===== config.mk =====
export PLATFORM = sky130hd
export DESIGN_NAME = panel_init_seq
export DESIGN_NICKNAME = d
export VERILOG_FILES = /design/src/rtl/panel_seq_pkg.sv /design/src/rtl/usec_timer.sv /design/src/rtl/seq_rom.sv /design/src/rtl/spi_frame_tx.sv /design/src/rtl/panel_init_seq.sv
export SDC_FILE = /design/constraint.sdc
export NUM_CORES = 1
export LEC_CHECK = 0
export CORE_ASPECT_RATIO = 1.4
export CORE_MARGIN = 3
export CORE_UTILIZATION = 32
export CTS_CLUSTER_DIAMETER = 80
export DETAILED_ROUTE_END_ITERATION = 6
export HOLD_SLACK_MARGIN = 0.15
export PLACE_DENSITY = 0.52
export SYNTH_ARGS = -nofsm -noshare
export SYNTH_HDL_FRONTEND = slang
export SYNTH_SLANG_ARGS = --single-unit

===== constraint.sdc =====
create_clock -name clk -period 4.4 [get_ports clk]
set_clock_uncertainty 0.2 [all_clocks]
set_input_delay 0.66 -clock clk [delete_from_list [all_inputs] [get_ports clk]]
set_output_delay 0.66 -clock clk [all_outputs]
set_load 0.005 [all_outputs]

===== src/rtl/panel_seq_pkg.sv =====
// Shared widths, frame tags, table layout and state types for the panel
// register init sequencer. Assumes the table fits in ADDR_W address bits.
package panel_seq_pkg;
    localparam int FRAME_W = 24;
    localparam int REG_W   = 16;
    localparam int DLY_W   = 10;
    localparam int ADDR_W  = 4;

    localparam logic [7:0] IDX_TAG = 8'h74;
    localparam logic [7:0] DAT_TAG = 8'h76;

    // Table layout: the power-up entries sit directly before the panel-enable
    // entries, so a power-up run falls through into panel enable.
    localparam logic [ADDR_W-1:0] PWR_FIRST = ADDR_W'(0);
    localparam logic [ADDR_W-1:0] ON_FIRST  = ADDR_W'(4);
    localparam logic [ADDR_W-1:0] ON_LAST   = ADDR_W'(6);
    localparam logic [ADDR_W-1:0] OFF_FIRST = ADDR_W'(7);
    localparam logic [ADDR_W-1:0] OFF_LAST  = ADDR_W'(11);

    typedef struct packed {
        logic [REG_W-1:0] idx;
        logic [REG_W-1:0] val;
        logic [DLY_W-1:0] dly;
    } seq_entry_t;

    typedef enum logic [2:0] {
        C_IDLE, C_IDX_GO, C_IDX_WAIT, C_DAT_GO, C_DAT_WAIT, C_DELAY
    } ctl_state_t;

    typedef enum logic [1:0] {
        S_IDLE, S_SHIFT, S_HOLD
    } shf_state_t;
endpackage


===== src/rtl/usec_timer.sv =====
// Restartable microsecond timer. A start pulse loads count_us and restarts
// the prescaler. expire is high for one cycle, exactly count_us*CLK_PER_US
// cycles after the start edge.
// Assumes count_us is nonzero when started; a zero count never expires.
module usec_timer #(
    parameter int CLK_PER_US = 100,
    parameter int CNT_W      = 10
) (
    input  logic             clk,
    input  logic             rst_n,
    input  logic             start,
    input  logic [CNT_W-1:0] count_us,
    output logic             expire
);
    localparam int PRE_W = (CLK_PER_US > 1) ? $clog2(CLK_PER_US) : 1;
    localparam logic [PRE_W-1:0] PRE_LAST = PRE_W'(CLK_PER_US - 1);

    logic             run;
    logic [PRE_W-1:0] pre;
    logic [CNT_W-1:0] rem;

    assign expire = run && (pre == PRE_LAST) && (rem == CNT_W'(1));

    // Count prescaler cycles; step the remaining microseconds on each wrap.
    always_ff @(posedge clk) begin
        if (!rst_n) begin
            run <= 1'b0;
            pre <= '0;
            rem <= '0;
        end else if (start) begin
            run <= (count_us != '0);
            pre <= '0;
            rem <= count_us;
        end else if (run) begin
            if (pre == PRE_LAST) begin
                pre <= '0;
                if (rem == CNT_W'(1)) run <= 1'b0;
                else                  rem <= rem - CNT_W'(1);
            end else begin
                pre <= pre + PRE_W'(1);
            end
        end
    end
endmodule


===== src/rtl/seq_rom.sv =====
// Constant table of register writes: index, value and post-write delay in µs.
// Addresses past the last entry read as zero.
module seq_rom
    import panel_seq_pkg::*;
(
    input  logic [ADDR_W-1:0] addr,
    output seq_entry_t        entry
);
    function automatic seq_entry_t mk(input logic [15:0] i, input logic [15:0] v,
                                      input int d);
        seq_entry_t e;
        e.idx = i;
        e.val = v;
        e.dly = DLY_W'(d);
        return e;
    endfunction

    // Decode the address into one table entry.
    always_comb begin
        case (addr)
            4'd0:    entry = mk(16'h0011, 16'h2000, 0);
            4'd1:    entry = mk(16'h0013, 16'h4000, 5);
            4'd2:    entry = mk(16'h0010, 16'h3100, 20);
            4'd3:    entry = mk(16'h0008, 16'h0005, 0);
            4'd4:    entry = mk(16'h0007, 16'h0001, 150);
            4'd5:    entry = mk(16'h0007, 16'h0101, 150);
            4'd6:    entry = mk(16'h0007, 16'h0103, 0);
            4'd7:    entry = mk(16'h000B, 16'h33E1, 0);
            4'd8:    entry = mk(16'h0007, 16'h0102, 150);
            4'd9:    entry = mk(16'h0007, 16'h0100, 150);
            4'd10:   entry = mk(16'h0012, 16'h0000, 0);
            4'd11:   entry = mk(16'h0010, 16'h0000, 0);
            default: entry = mk(16'h0000, 16'h0000, 0);
        endcase
    end
endmodule


===== src/rtl/spi_frame_tx.sv =====
// Sends one 24-bit frame MSB first on a write-only three-wire link.
// The clock idles high; each bit has a low phase and then a high phase of
// SCLK_HALF cycles each. After the last bit, chip select stays low for
// GAP_US microseconds, then all lines return high and done pulses once.
// Assumes start arrives only while idle, and GAP_US >= 1.
module spi_frame_tx
    import panel_seq_pkg::*;
#(
    parameter int CLK_PER_US = 100,
    parameter int SCLK_HALF  = 10,
    parameter int GAP_US     = 10
) (
    input  logic               clk,
    input  logic               rst_n,
    input  logic               start,
    input  logic [FRAME_W-1:0] frame,
    output logic               cs_n,
    output logic               sclk,
    output logic               sdo,
    output logic               done
);
    localparam int HC_W  = (SCLK_HALF > 1) ? $clog2(SCLK_HALF) : 1;
    localparam int BIT_W = $clog2(FRAME_W);
    localparam int GAP_W = $clog2(GAP_US + 1);
    localparam logic [HC_W-1:0] HC_LAST = HC_W'(SCLK_HALF - 1);

    shf_state_t         state;
    logic               phase;
    logic [HC_W-1:0]    hcnt;
    logic [BIT_W-1:0]   bitn;
    logic [FRAME_W-1:0] sreg;
    logic               done_q;
    logic               gap_go;
    logic               gap_end;

    assign gap_go = (state == S_SHIFT) && (hcnt == HC_LAST) && phase && (bitn == '0);

    usec_timer #(.CLK_PER_US(CLK_PER_US), .CNT_W(GAP_W)) u_gap (
        .clk      (clk),
        .rst_n    (rst_n),
        .start    (gap_go),
        .count_us (GAP_W'(GAP_US)),
        .expire   (gap_end)
    );

    assign cs_n = (state == S_IDLE);
    assign sclk = !((state == S_SHIFT) && !phase);
    assign sdo  = (state == S_IDLE) ? 1'b1 : sreg[FRAME_W-1];
    assign done = done_q;

    // Frame state machine: shift the bits, then hold chip select low for the gap.
    always_ff @(posedge clk) begin
        if (!rst_n) begin
            state  <= S_IDLE;
            phase  <= 1'b0;
            hcnt   <= '0;
            bitn   <= '0;
            sreg   <= '0;
            done_q <= 1'b0;
        end else begin
            done_q <= 1'b0;
            case (state)
                S_IDLE: begin
                    if (start) begin
                        state <= S_SHIFT;
                        phase <= 1'b0;
                        hcnt  <= '0;
                        bitn  <= BIT_W'(FRAME_W - 1);
                        sreg  <= frame;
                    end
                end
                S_SHIFT: begin
                    if (hcnt == HC_LAST) begin
                        hcnt <= '0;
                        if (!phase) begin
                            phase <= 1'b1;
                        end else if (bitn == '0) begin
                            state <= S_HOLD;
                        end else begin
                            bitn  <= bitn - BIT_W'(1);
                            sreg  <= {sreg[FRAME_W-2:0], 1'b0};
                            phase <= 1'b0;
                        end
                    end else begin
                        hcnt <= hcnt + HC_W'(1);
                    end
                end
                S_HOLD: begin
                    if (gap_end) begin
                        state  <= S_IDLE;
                        done_q <= 1'b1;
                    end
                end
                default: state <= S_IDLE;
            endcase
        end
    end
endmodule


===== src/rtl/panel_init_seq.sv =====
// Top of the panel register init sequencer. A start request picks a range
// of the table. Each entry is sent as an index frame and then a data frame,
// followed by the entry's microsecond delay when it is nonzero.
// busy covers the whole run and done pulses once at its end.
// Assumes the start inputs are synchronous to clk.
module panel_init_seq
    import panel_seq_pkg::*;
#(
    parameter int CLK_PER_US = 100,
    parameter int SCLK_HALF  = 10,
    parameter int GAP_US     = 10
) (
    input  logic clk,
    input  logic rst_n,
    input  logic start_pwr,
    input  logic start_on,
    input  logic start_off,
    output logic spi_cs_n,
    output logic spi_sclk,
    output logic spi_sdo,
    output logic busy,
    output logic done
);
    ctl_state_t         st;
    logic [ADDR_W-1:0]  ptr;
    logic [ADDR_W-1:0]  last_addr;
    logic               done_q;
    seq_entry_t         entry;
    logic [FRAME_W-1:0] frame_sel;
    logic               tx_start;
    logic               tx_done;
    logic               dly_go;
    logic               dly_end;
    logic               advance;

    seq_rom u_rom (
        .addr  (ptr),
        .entry (entry)
    );

    assign frame_sel = (st == C_IDX_GO) ? {IDX_TAG, entry.idx} : {DAT_TAG, entry.val};
    assign tx_start  = (st == C_IDX_GO) || (st == C_DAT_GO);

    spi_frame_tx #(
        .CLK_PER_US (CLK_PER_US),
        .SCLK_HALF  (SCLK_HALF),
        .GAP_US     (GAP_US)
    ) u_tx (
        .clk   (clk),
        .rst_n (rst_n),
        .start (tx_start),
        .frame (frame_sel),
        .cs_n  (spi_cs_n),
        .sclk  (spi_sclk),
        .sdo   (spi_sdo),
        .done  (tx_done)
    );

    assign dly_go  = (st == C_DAT_WAIT) && tx_done && (entry.dly != '0);
    assign advance = ((st == C_DAT_WAIT) && tx_done && (entry.dly == '0)) ||
                     ((st == C_DELAY) && dly_end);

    usec_timer #(.CLK_PER_US(CLK_PER_US), .CNT_W(DLY_W)) u_dly (
        .clk      (clk),
        .rst_n    (rst_n),
        .start    (dly_go),
        .count_us (entry.dly),
        .expire   (dly_end)
    );

    assign busy = (st != C_IDLE);
    assign done = done_q;

    // Run controller: choose a range, step through entries, wait out delays.
    always_ff @(posedge clk) begin
        if (!rst_n) begin
            st        <= C_IDLE;
            ptr       <= '0;
            last_addr <= '0;
            done_q    <= 1'b0;
        end else begin
            done_q <= 1'b0;
            case (st)
                C_IDLE: begin
                    if (start_pwr) begin
                        ptr <= PWR_FIRST; last_addr <= ON_LAST;  st <= C_IDX_GO;
                    end else if (start_on) begin
                        ptr <= ON_FIRST;  last_addr <= ON_LAST;  st <= C_IDX_GO;
                    end else if (start_off) begin
                        ptr <= OFF_FIRST; last_addr <= OFF_LAST; st <= C_IDX_GO;
                    end
                end
                C_IDX_GO:   st <= C_IDX_WAIT;
                C_IDX_WAIT: if (tx_done) st <= C_DAT_GO;
                C_DAT_GO:   st <= C_DAT_WAIT;
                C_DAT_WAIT: if (dly_go) st <= C_DELAY;
                C_DELAY:    ;
                default:    st <= C_IDLE;
            endcase
            if (advance) begin
                if (ptr == last_addr) begin
                    st     <= C_IDLE;
                    done_q <= 1'b1;
                end else begin
                    ptr <= ptr + ADDR_W'(1);
                    st  <= C_IDX_GO;
                end
            end
        end
    end
endmodule


# Yosys cells after proc, flatten, opt, wreduce, memory -nomap -nowiden
# Memories as Yosys holds them, arrays and structs flattened. A register that Yosys moved wholly into a read port is not among the register bits.
# Cells that the tools add are included.
word_totals:
  register_bits: 79
  romBits: 336
  input_bits: 5
  out_inout_bits: 5
  memories: 1
op_classes:
  add_sub_neg: 7
  eq_ne: 25
  muxes: 64
  bitwise: 2
  n_reduce_logical: 41
memory_table:
  columns: ["memory", "depth", "width", "read_ports", "rd_clocked_by_memory_dff", "wr", "line", "text"]
  rows:
  - ["(no name shown)", 16, 21, 1, 1, 0, "seq_rom.sv:20", "case (addr)"]
ops:
  columns: ["operator", "count"]
  rows:
  - ["$mux W24", 4]
  - ["$mux W4", 16]
  - ["$pmux W24 S2", 1]
  - ["$mux W10", 4]
  - ["$mux W5", 4]
  - ["$mux W18", 1]
  - ["$mux W3", 6]
  - ["$pmux W3 S6", 1]
  - ["$mux W1", 16]
  - ["$add A7 B1 Y7 const B", 2]
  - ["$eq A7 B7 Y1 const B", 2]
  - ["$mux W7", 2]
  - ["$logic_and A1 B1 Y1", 12]
  - ["$reduce_and A3 Y1", 4]
  - ["$eq A10 B1 Y1 const B", 1]
  - ["$logic_not A10 Y1", 1]
  - ["$mux W2", 5]
  - ["$ne A2 B2 Y1 const B", 5]
  - ["$pmux W5 S2", 1]
  - ["$reduce_and A5 Y1", 2]
  - ["$reduce_bool A10 Y1", 1]
  - ["$reduce_bool A2 Y1", 5]
  - ["$sub A10 B1 Y10 const B", 1]
  - ["$add A4 B1 Y4 const B", 2]
  - ["27 further kinds", 40]

# Longest topological paths before layout
logic_depth:
  word_depth: 7
  depth_mapped: 11
  ltp_nobuf: 11

# By module
# From an unflattened synthesis, not the netlist that was laid out.
hier_totals:
  hier_cells: 578
  hier_area_um2: 4999.8
by_module_without_submodules:
  columns: ["module", "instances", "cells_per_inst", "area_per_inst_um2"]
  rows:
  - ["spi_frame_tx", 1, 216, 1818.0]
  - ["usec_timer at u_dly", 1, 123, 1042.2]
  - ["panel_init_seq", 1, 99, 963.4]
  - ["usec_timer at u_tx.u_gap", 1, 70, 664.4]
  - ["seq_rom", 1, 70, 511.7]

# Worst setup path before layout
# No wires, ideal clock.
synth_path:
  path_type: "reg-to-reg"
  startpoint: "register u_dly.pre[0]"
  endpoint: "register, netlist name u_rom.entry[23]"
  arrival_time_ns: 2.402
  required_time_ns: 4.084
  path_slack_ns: 1.682
  path_stages_with_launch: 11
  n_path_buf: 1
  synth_period_minus_slack_ns: 2.718
  cell_sequence: "dfxtp_1 -> ha_1 -> nand4_2 -> or4_1 -> buf_6 -> a21o_4 -> nor2_1 -> o21ai_0 -> and2_1 -> ha_1 -> o211a_1"
synth_between:
  elab_chain_cells: 7
synth_rtl:
  columns: ["element", "line", "text"]
  rows:
  - ["start: declaration", "usec_timer.sv:19", "logic [PRE_W-1:0] pre;"]
  - ["start signal: assignment", "usec_timer.sv:40", "pre <= pre + PRE_W'(1);"]
  - ["$eq A7 B7 Y1", "usec_timer.sv:22", "assign expire = run && (pre == PRE_LAST) && (rem == CNT_W'(1));"]
  - ["$logic_and A1 B1 Y1 (2 in a row)", "usec_timer.sv:22", null]
  - ["$logic_and A1 B1 Y1", "panel_init_seq.sv:61", "((st == C_DELAY) && dly_end);"]
  - ["$logic_or A1 B1 Y1", "panel_init_seq.sv:60", "assign advance = ((st == C_DAT_WAIT) && tx_done && (entry.dly == '0)) ||"]
  - ["$mux W4", "panel_init_seq.sv:100", "if (advance) begin"]
  - ["$mux W4 (no source line)", null, null]
# No other way between the ends.
# A chain may end at the register's enable or synchronous reset.

# Final worst setup path
layout_path:
  startpoint: "register u_dly.pre[0]"
  endpoint: "register, netlist name u_rom.entry[23]"
layout_between:
  elab_chain_cells: 7
layout_rtl:
  columns: ["element", "line"]
  rows:
  - ["$eq A7 B7 Y1", "usec_timer.sv:22"]
  - ["$logic_and A1 B1 Y1 (2 in a row)", "usec_timer.sv:22"]
  - ["$logic_and A1 B1 Y1", "panel_init_seq.sv:61"]
  - ["$logic_or A1 B1 Y1", "panel_init_seq.sv:60"]
  - ["$mux W4", "panel_init_seq.sv:100"]
  - ["$mux W4 (no source line)", null]
# No other way between the ends.

==> run_results.csv <==
group,metric,value,unit
outcome,status,"finished clean",
finish,final_common_cell,"dfxtp_1",
sta,hold_viol,0,
synth,async_flop_share,0,
sta,setup_ws,1325,ps
global_route,grt_pass1_wl,15860,um
finish,synthToLayoutAreaGrowth,12.86,%
synth,yosys-top-cells-area,"dfxtp_1 42%, nor2_1 7.3%, ha_1 4.5%",
detailed_routing,drt_wl_total,9324,um
sta,finalCritPeriodShare,0.6988,
detailed_routing,ant_nets,0,
placement,io_buffers,9,
power_and_ir_drop,powerDensity,499.8,mW/mm^2
worst_setup_path,worstPathRequired,4430,ps
power_and_ir_drop,power_frac_comb,0.247,
clock_tree,clock_sinks,94,
clock_tree,ctsHoldBuffers,0,
synth,synth_edf_count,0,
power_and_ir_drop,ir_drop,158.6,uV
sta,fin_crit,3075,ps
synth,postSynthAreaPerCell,8.840,um^2
worst_setup_path,cp.arrival,3100,ps
synth,yosys.cell_types.count,73,
detailed_routing,routed_via_density,5.084,
sta,maxSlewHeadroom,0.5872,
synth,yosysTopAreaCell,"dfxtp_1",
floorplanning,die_x,105.7,um
synth,synth_ff_type,"dfxtp_1",
sta,tightest_slew,612.8,ps
detailed_routing,vias,3528,
worst_setup_path,critPathCaptureType,"flop",
sta,final-setup-viol-count,0,
worst_hold_path,hp-class,"flop to flop",
floorplanning,die_h,145.6,um
power_and_ir_drop,p_seq_frac,0.420,
clock_tree,cts_resized,0,
floorplanning,initial_utilization,0.3297,
clock_tree,path_clk_slew,70,ps
clock_tree,clock_latency,330,ps
floorplanning,rows,50,
global_route,antenna_found_initial,0,
sta,grt_setup_unrepaired,"no",
global_route,grt_overflow,0,
placement,dp_slack,1085,ps
sta,tns,0,ps
sta,slew_violations,0,
global_route,grt_pass1_vias,3374,
clock_tree,cts_root_buf,"clkbuf_16",
finish,final_cell_mix,"94 x dfxtp_1, 87 x nor2_1, 38 x a21oi_1",
synth,syn-num-nets,525,
worst_setup_path,crit_fanout,7,
placement,dpl.cell_count,678,
clock_tree,cts_tree,"built",
power_and_ir_drop,clkPwrFrac,0.333,
placement,dp_hpwl,6635,um
power_and_ir_drop,power_switching,782.7,uW
sta,max_freq,325.2,MHz
synth,synth_top_cell_area_share,0.4224,
floorplanning,coreArea,0.01351,mm^2
finish,n_antenna_cell,0,
detailed_routing,dr.pass1.iters,5,
finish,finish.net_count,528,
run,drv_cap,0,
global_route,grt_usage,0.1247,
power_and_ir_drop,internal-power,1.731,mW
clock_tree,cts_buffers,9,
finish,drive_gt1_frac,0.08398,
floorplanning,pin_count,10,
floorplanning,dieArea,0.01540,mm^2
synth,syn-cell-area,0.004456,mm^2
worst_setup_path,crit_type,"flop to flop",
power_and_ir_drop,p_leak,1.865,nW
clock_tree,cts.htree.levels,3,
clock_tree,cts_setup_buffers,0,
detailed_routing,post-route-drc-count,0,
sta,hold_slack,289.0,ps
synth,ys_ff_latch,94,
detailed_routing,wl_per_cell,13.44,um
synth,ys_warn_count,0,
synth,syn_inst,504,
finish,instances_no_fill,694,
worst_setup_path,start_kind,"flop",
placement,gp_congestion,0.8196,
clock_tree,cts_buffer_depth,2,
global_route,grt_max_degree,49,
synth,ys_seq_area_frac,0.4224,
power_and_ir_drop,swShare,0.3114,
detailed_routing,drt_iter0_drc,180,
## logic make-up (layout without fill, tap and decap cells)
family	Yosys count	count (layout)	synth area share
XOR/XNOR	30	30	0.05897
AND/OR/NAND/NOR	200	200	0.2275
flip-flops	94	94	0.4224
adder cells (fa/ha/maj)	16	16	0.04493
multiplexers	8	8	0.01853
AO/OA/AOI/OAI	114	114	0.1879
buffers and inverters	42	50	0.03988
## flip-flops by register name, summed over array words and instances, names as in the netlist
name / count
u_tx.state: 2
done: 1
st: 3
u_tx.bitn: 5
ptr: 4
u_dly.pre: 7
u_dly.rem: 10
u_tx.u_gap.run: 1
u_tx.done: 1
u_tx.hcnt: 4
u_tx.u_gap.rem: 4
last_addr: 3
u_tx.sreg: 24
u_dly.run: 1
u_tx.phase: 1
u_tx.u_gap.pre: 7
u_rom.entry: 16
## through the flow
step / area [um^2] / utilization / total power [mW]
4_1_cts: 5029 / 0.3721 / 2.546
3_5_place_dp: 4705 / 0.3481 / 1.696
2_1_floorplan: 4456 / - / 1.539
5_1_grt: 5029 / 0.3721 / 2.667
6_report: 5029 / 0.3721 / 2.513
3_3_place_gp: 4705 / 0.3481 / 1.690
## per-layer routing
| metal | vias up | part of all wire | global-route usage |
|---|---|---|---|
| li1 | 1796 | - | - |
| met1 | 1678 | 0.45 | 0.1488 |
| met2 | 37 | 0.51 | 0.2165 |
| met3 | 17 | 0.020 | 0.02130 |
| met4 | 0 | 0.026 | 0.05768 |
| met5 | - | 0 | 0 |
## power groups by stage
stage          Combinational, mW  Clock, mW  Sequential (mW)
6_report                   0.621      0.837             1.06
5_1_grt                    0.697      0.900             1.07
4_1_cts                    0.629      0.861             1.06
3_5_place_dp               0.622          0             1.07
3_3_place_gp               0.618          0             1.07
2_1_floorplan              0.511          0             1.03
## worst paths after layout
kind	cells past startpoint	endpoint	startpoint	slack (ps)
max	9	u_rom.entry[23]	u_dly.pre[0]	1330
min	2	u_tx.sreg[20]	u_tx.sreg[20]	290
max reg2reg	9	u_rom.entry[23]	u_dly.pre[0]	1330
min reg2reg	2	u_tx.sreg[20]	u_tx.sreg[20]	290
## synthesized netlist by cell type, types with 5 or more instances
| library cell | n |
|---|---|
| a211oi_1 | 7 |
| a21oi_1 | 38 |
| a222oi_1 | 8 |
| a22oi_1 | 9 |
| and2_1 | 5 |
| clkbuf_1 | 12 |
| dfxtp_1 | 94 |
| ha_1 | 16 |
| inv_1 | 19 |
| mux2i_1 | 6 |
| nand2_1 | 26 |
| nand2b_1 | 8 |
| nand3_1 | 16 |
| nand4_1 | 10 |
| nor2_1 | 87 |
| nor3_1 | 8 |
| nor4_1 | 6 |
| o21ai_0 | 15 |
| xnor2_1 | 18 |
| xor2_1 | 12 |
## worst max-delay path, stage by stage, from the launching register on
cell	delay, ps
dfxtp_1	370
ha_1	250
nand4_2	130
or4_1	620
a21o_4	330
nor2_1	200
o21ai_0	170
and2_1	220
ha_1	240
o211a_1	230
## cell type report
cell class              count  area, um^2
flip-flops and latches     94        1882
fillers                  1406        8484
well taps                 182       227.7
repair buffers             13       120.1
clock inverters             5       81.33
clock buffers              11       242.7
inverters                  21       78.83
multi-input cells         368        2396
(Power assumes the default switching activity.)
